==> config.mk <==
export PLATFORM = sky130hd
export DESIGN_NAME = wpt_unit
export DESIGN_NICKNAME = d
export VERILOG_FILES = /design/src/rtl/wpt_pkg.sv /design/src/rtl/wpt_cmp.sv /design/src/rtl/wpt_chain.sv /design/src/rtl/wpt_ctr.sv /design/src/rtl/wpt_unit.sv
export SDC_FILE = /design/constraint.sdc
export NUM_CORES = 1
export LEC_CHECK = 0
export ABC_CLOCK_PERIOD_IN_PS = 13600
export BUFFER_PORTS_ARGS = -buffer_cell sky130_fd_sc_hd__buf_4
export CAP_MARGIN = 0
export CORE_MARGIN = 3
export CORE_UTILIZATION = 60
export CTS_CLUSTER_SIZE = 8
export DETAILED_ROUTE_END_ITERATION = 10
export PLACE_DENSITY = 0.89
export SLEW_MARGIN = 20
export SYNTH_ARGS = -nofsm -noshare
export SYNTH_HDL_FRONTEND = slang
export SYNTH_SLANG_ARGS = --single-unit
==> constraint.sdc <==
create_clock -name clk_i -period 13.6 [get_ports clk_i]
set_clock_uncertainty 0.2 [all_clocks]
set_input_delay 3.4 -clock clk_i [delete_from_list [all_inputs] [get_ports clk_i]]
set_output_delay 3.4 -clock clk_i [all_outputs]
set_load 0.005 [all_outputs]
==> src/rtl/wpt_pkg.sv <==
package wpt_pkg;

  typedef enum logic [2:0] {
    ACC_FETCH   = 3'd0,
    ACC_LD_ADDR = 3'd1,
    ACC_ST_ADDR = 3'd2,
    ACC_LD_DATA = 3'd3,
    ACC_ST_DATA = 3'd4
  } acc_e;

  typedef enum logic [2:0] {
    CT_OFF     = 3'd0,
    CT_FETCH   = 3'd1,
    CT_LD_ADDR = 3'd2,
    CT_ST_ADDR = 3'd3,
    CT_LS_ADDR = 3'd4,
    CT_LD_DATA = 3'd5,
    CT_ST_DATA = 3'd6,
    CT_LS_DATA = 3'd7
  } ctype_e;

  typedef enum logic [2:0] {
    CC_MASK = 3'd0,
    CC_EQ   = 3'd1,
    CC_NE   = 3'd2,
    CC_LT   = 3'd3,
    CC_LE   = 3'd4,
    CC_GT   = 3'd5,
    CC_GE   = 3'd6,
    CC_NONE = 3'd7
  } cond_e;

  typedef enum logic [1:0] {
    CH_SELF = 2'd0,
    CH_AND  = 2'd1,
    CH_OR   = 2'd2,
    CH_NONE = 2'd3
  } chain_e;

  typedef struct packed {
    ctype_e ctype;
    logic   sgn;
    cond_e  cond;
    logic   present;
  } cmp_ctrl_t;

endpackage

==> src/rtl/wpt_cmp.sv <==
module wpt_cmp
  import wpt_pkg::*;
#(
  parameter int DW = 32
) (
  input  cmp_ctrl_t         ctrl_i,
  input  logic [DW-1:0]     ref_i,
  input  acc_e              acc_i,
  input  logic [DW-1:0]     data_i,
  output logic              hit_o
);

  logic fits, eq, lt, cond_hit;

  always_comb begin
    case (ctrl_i.ctype)
      CT_FETCH:   fits = (acc_i == ACC_FETCH);
      CT_LD_ADDR: fits = (acc_i == ACC_LD_ADDR);
      CT_ST_ADDR: fits = (acc_i == ACC_ST_ADDR);
      CT_LS_ADDR: fits = (acc_i == ACC_LD_ADDR) || (acc_i == ACC_ST_ADDR);
      CT_LD_DATA: fits = (acc_i == ACC_LD_DATA);
      CT_ST_DATA: fits = (acc_i == ACC_ST_DATA);
      CT_LS_DATA: fits = (acc_i == ACC_LD_DATA) || (acc_i == ACC_ST_DATA);
      default:    fits = 1'b0;
    endcase
  end

  assign eq = (data_i == ref_i);
  assign lt = ctrl_i.sgn ? ($signed(data_i) < $signed(ref_i)) : (data_i < ref_i);

  always_comb begin
    case (ctrl_i.cond)
      CC_MASK: cond_hit = |(data_i & ref_i);
      CC_EQ:   cond_hit = eq;
      CC_NE:   cond_hit = !eq;
      CC_LT:   cond_hit = lt;
      CC_LE:   cond_hit = lt || eq;
      CC_GT:   cond_hit = !(lt || eq);
      CC_GE:   cond_hit = !lt;
      default: cond_hit = 1'b0;
    endcase
  end

  assign hit_o = ctrl_i.present && fits && cond_hit;

endmodule

==> src/rtl/wpt_chain.sv <==
module wpt_chain
  import wpt_pkg::*;
#(
  parameter int NCH = 10
) (
  input  logic [NCH-1:0]   own_i,
  input  logic [2*NCH-1:0] chain_i,
  output logic [NCH-1:0]   wp_o
);

  // Single ripple block: stage k links to stage k-1, stage 0 to itself.
  always_comb begin
    logic prev, res;
    prev = own_i[0];
    for (int k = 0; k < NCH; k++) begin
      case (chain_e'(chain_i[2*k +: 2]))
        CH_SELF: res = own_i[k];
        CH_AND:  res = own_i[k] && prev;
        CH_OR:   res = own_i[k] || prev;
        default: res = 1'b0;
      endcase
      wp_o[k] = res;
      prev    = res;
    end
  end

endmodule

==> src/rtl/wpt_ctr.sv <==
module wpt_ctr #(
  parameter int NUM_WP = 11,
  parameter int CW     = 16
) (
  input  logic              clk_i,
  input  logic              rst_ni,
  input  logic [NUM_WP-1:0] hit_i,
  input  logic [NUM_WP-1:0] route_i,
  input  logic              en_i,
  input  logic              ld_i,
  input  logic [2*CW-1:0]   ld_data_i,
  output logic [CW-1:0]     cnt_o,
  output logic [CW-1:0]     mt_o
);

  localparam int IW = $clog2(NUM_WP + 1);

  logic [IW-1:0] inc;

  always_comb begin
    inc = '0;
    for (int k = 0; k < NUM_WP; k++) begin
      if (hit_i[k] && route_i[k]) inc = inc + 1'b1;
    end
    if (!en_i) inc = '0;
  end

  always_ff @(posedge clk_i or negedge rst_ni) begin
    if (!rst_ni) begin
      cnt_o <= '0;
      mt_o  <= '0;
    end else if (ld_i) begin
      cnt_o <= ld_data_i[CW-1:0];
      mt_o  <= ld_data_i[2*CW-1:CW];
    end else begin
      cnt_o <= cnt_o + CW'(inc);
    end
  end

  a_r6_hold_idle: assert property (@(posedge clk_i) disable iff (!rst_ni)
    (!ld_i && !(en_i && |(hit_i & route_i))) |=> $stable(cnt_o));

  a_r6_load_wins: assert property (@(posedge clk_i) disable iff (!rst_ni)
    ld_i |=> (cnt_o == $past(ld_data_i[CW-1:0])));

  a_r6_step_bound: assert property (@(posedge clk_i) disable iff (!rst_ni)
    !ld_i |=> (CW'(cnt_o - $past(cnt_o)) <= CW'(NUM_WP)));

endmodule

==> src/rtl/wpt_unit.sv <==
module wpt_unit
  import wpt_pkg::*;
#(
  parameter int NUM_CMP = 8,
  parameter int DW      = 32,
  parameter int CW      = 16,
  parameter int AW      = 5
) (
  input  logic                 clk_i,
  input  logic                 rst_ni,
  input  logic                 dbg_en_i,
  input  logic                 core_rst_i,
  input  logic                 acc_vld_i,
  input  logic [2:0]           acc_type_i,
  input  logic [DW-1:0]        acc_data_i,
  input  logic                 reg_we_i,
  input  logic [AW-1:0]        reg_addr_i,
  input  logic [DW-1:0]        reg_wdata_i,
  output logic                 brk_o,
  output logic [NUM_CMP+2:0]   wp_o,
  output logic [CW-1:0]        cnt0_o,
  output logic [CW-1:0]        cnt1_o
);

  localparam int NUM_WP  = NUM_CMP + 3;
  localparam int NCH     = NUM_WP - 1;   // chained stages; the last one is external
  localparam int A_VAL   = NUM_CMP;
  localparam int A_CHAIN = 2 * NUM_CMP;
  localparam int A_MODE  = A_CHAIN + 1;
  localparam int A_CNT   = A_CHAIN + 2;
  localparam int ASG_LSB = DW / 2;
  localparam int CTRL_W  = $bits(cmp_ctrl_t);

  cmp_ctrl_t          ctrl_q [NUM_CMP];
  logic [DW-1:0]      ref_q  [NUM_CMP];
  logic [2*NCH-1:0]   chain_q;
  logic               step_q;
  logic [NUM_WP-1:0]  brk_en_q;
  logic [NUM_WP-1:0]  asg_q;
  logic [1:0]         cnt_en_q;

  acc_e               acc;
  logic               live, cfg_any, eval;
  logic [NUM_CMP-1:0] cmp_hit;
  logic [1:0]         cnt_eq;
  logic [NCH-1:0]     own, chain_out;
  logic [CW-1:0]      cnt_q [2];
  logic [CW-1:0]      mt_q  [2];

  assign acc = acc_e'(acc_type_i);

  // Configuration registers
  for (genvar k = 0; k < NUM_CMP; k++) begin : g_cmp_regs
    always_ff @(posedge clk_i or negedge rst_ni) begin
      if (!rst_ni) begin
        ctrl_q[k] <= '0;
        ref_q[k]  <= '0;
      end else if (reg_we_i) begin
        if (reg_addr_i == AW'(k))         ctrl_q[k] <= cmp_ctrl_t'(reg_wdata_i[CTRL_W-1:0]);
        if (reg_addr_i == AW'(A_VAL + k)) ref_q[k]  <= reg_wdata_i;
      end
    end
  end

  always_ff @(posedge clk_i or negedge rst_ni) begin
    if (!rst_ni) begin
      chain_q  <= '0;
      step_q   <= 1'b0;
      brk_en_q <= '0;
      asg_q    <= '0;
      cnt_en_q <= '0;
    end else if (reg_we_i) begin
      if (reg_addr_i == AW'(A_CHAIN)) begin
        chain_q <= reg_wdata_i[2*NCH-1:0];
        step_q  <= reg_wdata_i[DW-1];
      end
      if (reg_addr_i == AW'(A_MODE)) begin
        brk_en_q <= reg_wdata_i[NUM_WP-1:0];
        asg_q    <= reg_wdata_i[ASG_LSB +: NUM_WP];
        cnt_en_q <= reg_wdata_i[DW-1:DW-2];
      end
    end
  end

  // Evaluation gating
  assign live    = acc_vld_i && dbg_en_i && !core_rst_i;
  assign cfg_any = |brk_en_q || |asg_q;
  assign eval    = live && cfg_any;

  // Comparators
  for (genvar k = 0; k < NUM_CMP; k++) begin : g_cmp
    wpt_cmp #(.DW(DW)) i_cmp (
      .ctrl_i (ctrl_q[k]),
      .ref_i  (ref_q[k]),
      .acc_i  (acc),
      .data_i (acc_data_i),
      .hit_o  (cmp_hit[k])
    );

    a_r1_hit_needs_slot: assert property (@(posedge clk_i) disable iff (!rst_ni)
      cmp_hit[k] |-> (ctrl_q[k].present && ctrl_q[k].ctype != CT_OFF));
  end

  // Counters feed the last two chained stages
  for (genvar c = 0; c < 2; c++) begin : g_ctr
    logic [NUM_WP-1:0] route;
    assign route = (c == 0) ? ~asg_q : asg_q;

    wpt_ctr #(.NUM_WP(NUM_WP), .CW(CW)) i_ctr (
      .clk_i     (clk_i),
      .rst_ni    (rst_ni),
      .hit_i     (wp_o),
      .route_i   (route),
      .en_i      (cnt_en_q[c]),
      .ld_i      (reg_we_i && (reg_addr_i == AW'(A_CNT + c))),
      .ld_data_i (reg_wdata_i[2*CW-1:0]),
      .cnt_o     (cnt_q[c]),
      .mt_o      (mt_q[c])
    );

    assign cnt_eq[c] = (cnt_q[c] == mt_q[c]);
  end

  assign own = {cnt_eq, cmp_hit} & {NCH{eval}};

  wpt_chain #(.NCH(NCH)) i_chain (
    .own_i   (own),
    .chain_i (chain_q),
    .wp_o    (chain_out)
  );

  assign wp_o   = {1'b0, chain_out};
  assign brk_o  = |(wp_o & brk_en_q) || (live && step_q && acc == ACC_FETCH);
  assign cnt0_o = cnt_q[0];
  assign cnt1_o = cnt_q[1];

  a_r9_quiet_when_off: assert property (@(posedge clk_i) disable iff (!rst_ni)
    (!acc_vld_i || !dbg_en_i || core_rst_i) |-> (wp_o == '0 && !brk_o));

  a_r9_quiet_unarmed: assert property (@(posedge clk_i) disable iff (!rst_ni)
    !cfg_any |-> (wp_o == '0));

  a_r7_brk_has_source: assert property (@(posedge clk_i) disable iff (!rst_ni)
    brk_o |-> (|(wp_o & brk_en_q) || (step_q && acc == ACC_FETCH)));

  a_r8_step_fetch: assert property (@(posedge clk_i) disable iff (!rst_ni)
    (live && step_q && acc == ACC_FETCH) |-> brk_o);

  for (genvar k = 1; k < NCH; k++) begin : g_chain_chk
    a_r4_and_needs_prev: assert property (@(posedge clk_i) disable iff (!rst_ni)
      (chain_e'(chain_q[2*k +: 2]) == CH_AND && wp_o[k]) |-> wp_o[k-1]);
    a_r4_code3_never: assert property (@(posedge clk_i) disable iff (!rst_ni)
      (chain_e'(chain_q[2*k +: 2]) == CH_NONE) |-> !wp_o[k]);
  end

endmodule

Word level (Yosys, flattened, before mapping):

Cells that the tools add are included.

* flip-flop bits (word level): 429
* bits of input ports: 78
* logic and storage cells: 459

* add/sub/neg operators: 20
* magnitude comparators: 16
* equal/unequal tests: 157
* muxes and demuxes: 58
* bitwise operators: 11
* reduce and logical (&&, ||, !) cells: 148

Operator list (count)
* $lt 32x32->1: 16
* $and 32x32->32: 8
* $eq 32x32->1: 8
* $reduce_or 32->1: 8
* $eq 3x3->1 const B: 57
* $pmux 1 s7: 16
* $eq 3x2->1 const B: 34
* $mux 4: 20
* $add 4x1->4 const B: 16
* $logic_and 1x1->1: 52
* $eq 3x1->1 const B: 17
* $eq 5x4->1 const B: 8
* $reduce_and 2->1: 18
* $reduce_or 11->1: 3
* $add 16x4->16: 2
* $eq 16x16->1: 2
* $mux 16: 2
* $logic_not 3->1: 9
* $pmux 1 s3: 9
* $logic_not 1->1: 25
* $logic_or 1x1->1: 21
* $eq 2x1->1 const B: 10
* $eq 2x2->1 const B: 10
* $eq 5x3->1 const B: 4
* 11 further kinds: 35

Longest topological paths before layout:

* depth after elaboration: 31
* gate-level depth with buffers: 46
* depth with buffers taken out: 46

Cells and area by module:

Synthesis repeated with hierarchy kept, for this count alone.

* cell total of the unflattened synthesis: 2959
* area total of the unflattened synthesis: 31943.1 sq um

Modules (own cells, without submodules)
* wpt_unit: instances 1, cells an instance 893, area each 14555.2 sq um, sequential area each 9133.8 sq um
* wpt_cmp: instances 8, cells an instance 181, area each 1470.2 sq um, sequential area each 0.0 sq um
* wpt_ctr at g_ctr[1].i_ctr: instances 1, cells an instance 286, area each 2655.0 sq um, sequential area each 800.8 sq um
* wpt_ctr at g_ctr[0].i_ctr: instances 1, cells an instance 274, area each 2616.3 sq um, sequential area each 800.8 sq um
* wpt_chain: instances 1, cells an instance 58, area each 355.3 sq um, sequential area each 0.0 sq um

Worst setup path after synthesis:

Ideal clock, no wire load.

* kind: input to register
* start: input acc_data_i[13]
* end: register g_ctr[1].i_ctr.cnt_o[13]
* setup time: 0.135 ns
* arrival time: 11.842 ns
* slack: 1.423 ns
* stages on the path: 44
* buffers on the path: 0
* cells stage by stage: ha_1 -> a21o_1 -> a21o_1 -> a221o_1 -> o31a_1 -> o21ai_1 -> and3b_1 -> nor3_1 -> a31oi_4 -> inv_1 -> nand2_1 -> ha_1 -> and3_1 -> or2_2 -> inv_1 -> ha_1 -> and3_1 -> or2_2 -> [... 8 more ...] -> mux2_2 -> ha_1 -> mux2_2 -> ha_1 -> mux2_2 -> ha_1 -> mux2_2 -> nand2_1 -> inv_1 -> ha_1 -> a21o_1 -> a21oi_1 -> nor2b_1 -> o21ai_0 -> nor2_1 -> nand3_1 -> xor2_1 -> o21ai_0

* word-level cells in the longest chain between the ends: 31
* elaborated cells on any way between the ends: 157

RTL lines
* from (decl): RTL line wpt_unit.sv:15 `input logic [DW-1:0] acc_data_i,`
* $lt 32x32->1: RTL line wpt_cmp.sv:29 `assign lt = ctrl_i.sgn ? ($signed(data_i) < $signed(ref_i)) : (data_i < ref_i);`
* $mux 1: RTL line wpt_cmp.sv:29
* $logic_or 1x1->1: RTL line wpt_cmp.sv:37, wpt_cmp.sv:38
* $logic_not 1->1: RTL line wpt_cmp.sv:38 `CC_GT: cond_hit = !(lt || eq);`
* $pmux 1 s7: RTL line wpt_cmp.sv:32 `case (ctrl_i.cond)`
* $logic_and 1x1->1: RTL line wpt_cmp.sv:44 `assign hit_o = ctrl_i.present && fits && cond_hit;`
* $and 10x10->10 *: RTL line wpt_unit.sv:124 `assign own = {cnt_eq, cmp_hit} & {NCH{eval}};`
* $mux 1: RTL line wpt_chain.sv:16 `case (chain_e'(chain_i[2*k +: 2]))`
* [... 2 more ...]
* net wp_o[1]: RTL line wpt_unit.sv:20 `output logic [NUM_CMP+2:0] wp_o,`
* [... 13 more ...]
* $mux 4 / $pmux 1 s3 (equally long branches): RTL line wpt_ctr.sv:23, wpt_chain.sv:16
* $add 4x1->4 (tied with other cells): RTL line wpt_ctr.sv:23 `if (hit_i[k] && route_i[k]) inc = inc + 1'b1;`
* $mux 4 / $pmux 1 s3 (equally long branches): RTL line wpt_ctr.sv:23, wpt_chain.sv:16
* $add 4x1->4 / $logic_and 1x1->1 (equally long branches): RTL line wpt_ctr.sv:23
* $mux 4 *: RTL line wpt_ctr.sv:23
* $mux 4 *: RTL line wpt_ctr.sv:25 `if (!en_i) inc = '0;`
* $add 16x4->16 *: RTL line wpt_ctr.sv:36 `cnt_o <= cnt_o + CW'(inc);`
* $mux 16 *: RTL line wpt_ctr.sv:32 `end else if (ld_i) begin`
* to (signal assigned): RTL line wpt_ctr.sv:33 `cnt_o <= ld_data_i[CW-1:0];`
* to (signal assigned): RTL line wpt_ctr.sv:36
* to (decl): RTL line wpt_ctr.sv:12 `output logic [CW-1:0] cnt_o,`

Mark *: on every way through the listed nets, which the timed path passes. The rest lies on a longest branch.
A chain may end at the register's enable or synchronous reset.

Final worst setup path:

* start: input acc_data_i[31]
* end: register g_ctr[1].i_ctr.cnt_o[13]

* word-level cells in the longest chain between the ends: 31
* elaborated cells on any way between the ends: 157

RTL lines (RTL line)
* $lt 32x32->1: wpt_cmp.sv:29
* $mux 1: wpt_cmp.sv:29
* $logic_or 1x1->1: wpt_cmp.sv:37, wpt_cmp.sv:38
* $logic_not 1->1: wpt_cmp.sv:38
* $pmux 1 s7: wpt_cmp.sv:32
* $logic_and 1x1->1: wpt_cmp.sv:44
* $and 10x10->10 *: wpt_unit.sv:124
* $mux 1: wpt_chain.sv:16
* [... 15 more ...]
* $mux 4 / $pmux 1 s3 (equally long branches): wpt_ctr.sv:23, wpt_chain.sv:16
* $add 4x1->4 (tied with other cells): wpt_ctr.sv:23
* $mux 4 / $pmux 1 s3 (equally long branches): wpt_ctr.sv:23, wpt_chain.sv:16
* $add 4x1->4 / $logic_and 1x1->1 (equally long branches): wpt_ctr.sv:23
* $mux 4 *: wpt_ctr.sv:23
* $mux 4 *: wpt_ctr.sv:25
* $add 16x4->16 *: wpt_ctr.sv:36
* $mux 16 *: wpt_ctr.sv:32

Mark *: on every way between the ends. The rest lies on a longest branch, timed or not.

==> qor.yml <==
clock_tree:
  cts_max_level: 2
  clock_sinks: 429
  cts.repair.resized: 0
  clock-root-buffer: "clkbuf_16"
  hold_buffers: 0
  insertion_delay_ns: 0.64
  post-cts-setup-buffers: 0
  clk_path_buf_depth: 3
  clkTransAtPathRegs_ns: 0.05
  cts_buffers: 60
  cts_tree: "yes"
power_and_ir_drop:
  p_clk_share_pct: 29.9
  switchingPower_mw: 1.57
  seq_power_share_pct: 40.7
  p_leak_nw: 16.5
  internal-power_mw: 2.89
  p_per_area_nw_per_um2: 132
  total_power_mw: 4.46
  combPwrFrac_pct: 29.3
  swShare_pct: 35.1
  max-vdd-ir-drop_v: 0.000118
synthesis:
  yosys_most_used_dff: "dfrtp_1"
  synth.most_common_cell: "ha_1"
  netlist_top_cells_area: "dfrtp_1 (35%), ha_1 (22%), mux2_2 (9.4%), inv_1 (3.6%), o21ai_0 (3.6%)"
  yosysWarnings: 0
  syn-mean-instance-area_um2: 9.95
  yosysTopAreaCellShare_pct: 35.0
  synth-seq-area-share_pct: 35.0
  synthTopCellsByCount: "ha_1 (538), dfrtp_1 (429), inv_1 (297)"
  synth-edff-count: 0
  ys_seq_elements: 429
  synthArstFlopShare_pct: 100
  netlist_area_um2: 30700
  synthCells: 3081
  syn_nets: 3699
  yosys.area.top_type: "dfrtp_1"
  synth_cell_types: 100
setup_path:
  reg2reg_slack_ns: 3.33
  cp.required_ns: 13.86
  critical_path_class: "in -> reg"
  crit_path_end_kind: "flop"
  slowest_stage: "nor4_1"
  max_stage_delay_ns: 0.58
  setup.worst_path.start_class: "primary input"
  cp.arrival_ns: 13.08
  crit_fanout: 16
  crit_top_cell: "ha_1"
routing:
  ant_nets: 0
  drt_pass1_iterations: 8
  wl_per_cell_um: 24.5
  avgViaCountPerCell: 6.45
  drc: 0
  drt_iter0_drc: 2564
  routed_wl_mm: 94.5
  vias: 24886
floorplan:
  core_area_um2: 50300
  io_pins: 122
  rows: 82
  die_area_um2: 53800
  fp.dieH_um: 232
  start_util_pct: 61.0
  die_w_um: 232
sta:
  fin_setup_tns_ns: 0
  period_minus_slack_ns: 12.83
  finalSetupViolCount: 0
  worst_pin_slew_ns: 1.30
  rsz0062_at_grt: "no"
  fin_crit_sh_pct: 94.3
  drv_slew: 0
  holdWs_ns: 0.303
  relSlewSlack_pct: 12.8
  timing.final.hold_violations: 0
  fmax_mhz: 77.9
global_route:
  antenna_found_initial: 1
  grt_max_degree: 98
  grt_pass1_vias: 25184
  gr-total-overflow: 0
  grt_pass1_wl_mm: 144
  track_usage_pct: 35.0
min_path:
  hold_class: "reg -> reg"
finish:
  fin_nets: 3795
  drive_above_1_share_pct: 16.4
  post-route-cell-area_um2: 33800
  area_growth_pct: 10.1
  num-fill-cells: 3590
place:
  gp_congestion: 1.01
  port_buffers: 120
  dpl_cell_area_um2: 32200
  hpwlAfterDp_mm: 65.9
run_status:
  status: "finished clean"
job:
  cap_viol_max_count: 0
==> flip-flops by register name, indices dropped and copies added, names as in the netlist <==
name / cells
ref_q: 256
ctrl_q: 64
g_ctr.i_ctr.cnt_o: 32
g_ctr.i_ctr.mt_o: 32
chain_q: 20
asg_q: 11
brk_en_q: 11
cnt_en_q: 2
step_q: 1
==> metal layers <==
metal	part of all wire, %	global-route usage, %	vias up	wire length [µm]
met2	44	54.3	1395	41800
met3	11	8.18	370	10600
met5	0	0	-	0
met4	6.5	20.8	0	6140
met1	38	44.6	12175	35900
li1	-	-	10946	-
==> per-stage QoR <==
step	utilization [%]	cells	worst slack (ns)
detailed placement	64.0	3787	0.425
global placement	64.0	3787	0.772
floorplan	-	3081	1.42
global route	67.1	3855	0.288
CTS	67.1	3855	0.924
finish	67.2	3861	0.771
==> cells in the final DEF (no fill, tap or decap), types with 9 or more instances in the layout <==
cell type / n
a211oi_1: 16
a21o_1: 42
a21oi_1: 113
a311oi_1: 11
and2_1: 17
and3_1: 21
buf_4: 148
clkbuf_16: 60
dfrtp_1: 429
ha_1: 538
inv_1: 297
mux2_2: 256
mux2i_1: 14
nand2_1: 276
nand2b_1: 19
nand3_1: 59
nand4_1: 75
nor2_1: 91
nor2b_1: 24
nor3_1: 39
nor3b_1: 9
nor4_1: 84
o211ai_1: 14
o21a_1: 13
o21ai_0: 222
o31ai_1: 12
or3_1: 9
xnor2_1: 54
xor2_1: 35
==> logic make-up after synthesis <==
logic type | share of synthesized area [%]
compound gates | 10.9
other cells | 0.0122
buf+inv | 5.15
xor+xnor | 3.58
simple gates | 13.3
mux | 9.98
fa+ha+maj | 22.1
flops | 35.0
==> critical path: cells and delay by family <==
family | cells | cell delay (ns)
buffers and inverters | 7 | 0.75
xor gates and xnor gates | 1 | 0.14
adders and majority gates | 10 | 2.86
and+or+nand+nor | 15 | 3.15
muxes | 5 | 1.37
AOI/OAI and AO/OA | 8 | 1.39
==> path summary, 6_finish.rpt <==
| kind | startpoint | to | cells after the start |
|---|---|---|---|
| min reg2reg | ctrl_q[32]$_DFFE_PN0P_ | ctrl_q[32]$_DFFE_PN0P_ | 1 |
| max in group asynchronous | rst_ni | asg_q[4]$_DFFE_PN0P_ | 3 |
| max reg2reg | ref_q[223]$_DFFE_PN0P_ | g_ctr[1].i_ctr.cnt_o[13]$_DFF_PN0_ | 46 |
| min in group asynchronous | rst_ni | ref_q[146]$_DFFE_PN0P_ | 1 |
| min | ctrl_q[32]$_DFFE_PN0P_ | ctrl_q[32]$_DFFE_PN0P_ | 1 |
| max | acc_data_i[31] | g_ctr[1].i_ctr.cnt_o[13]$_DFF_PN0_ | 46 |
==> power by group through the flow <==
stage	combinational (mW)	clock (mW)	sequential, mW
after floorplan	0.837	0	1.74
after global placement	1.18	0	1.80
after detailed placement	1.25	0	1.82
after CTS	1.28	1.34	1.81
after global routing	1.44	1.38	1.85
final	1.31	1.34	1.82
==> area by class of cell <==
| type | count | area, µm² | area share [%] |
|---|---|---|---|
| Timing Repair Buffer | 149 | 1130 | 3.34 |
| Inverter | 297 | 1110 | 3.30 |
| Sequential cell | 429 | 10700 | 31.8 |
| Tap cell | 672 | 841 | 2.49 |
| Clock buffer | 65 | 1520 | 4.50 |
| Multi-Input combinational cell | 2240 | 18400 | 54.4 |
| Clock inverter | 3 | 33.8 | 0.100 |
| Antenna cell | 6 | 15.0 | 0.0445 |
Power figures use the tool's default switching activity.
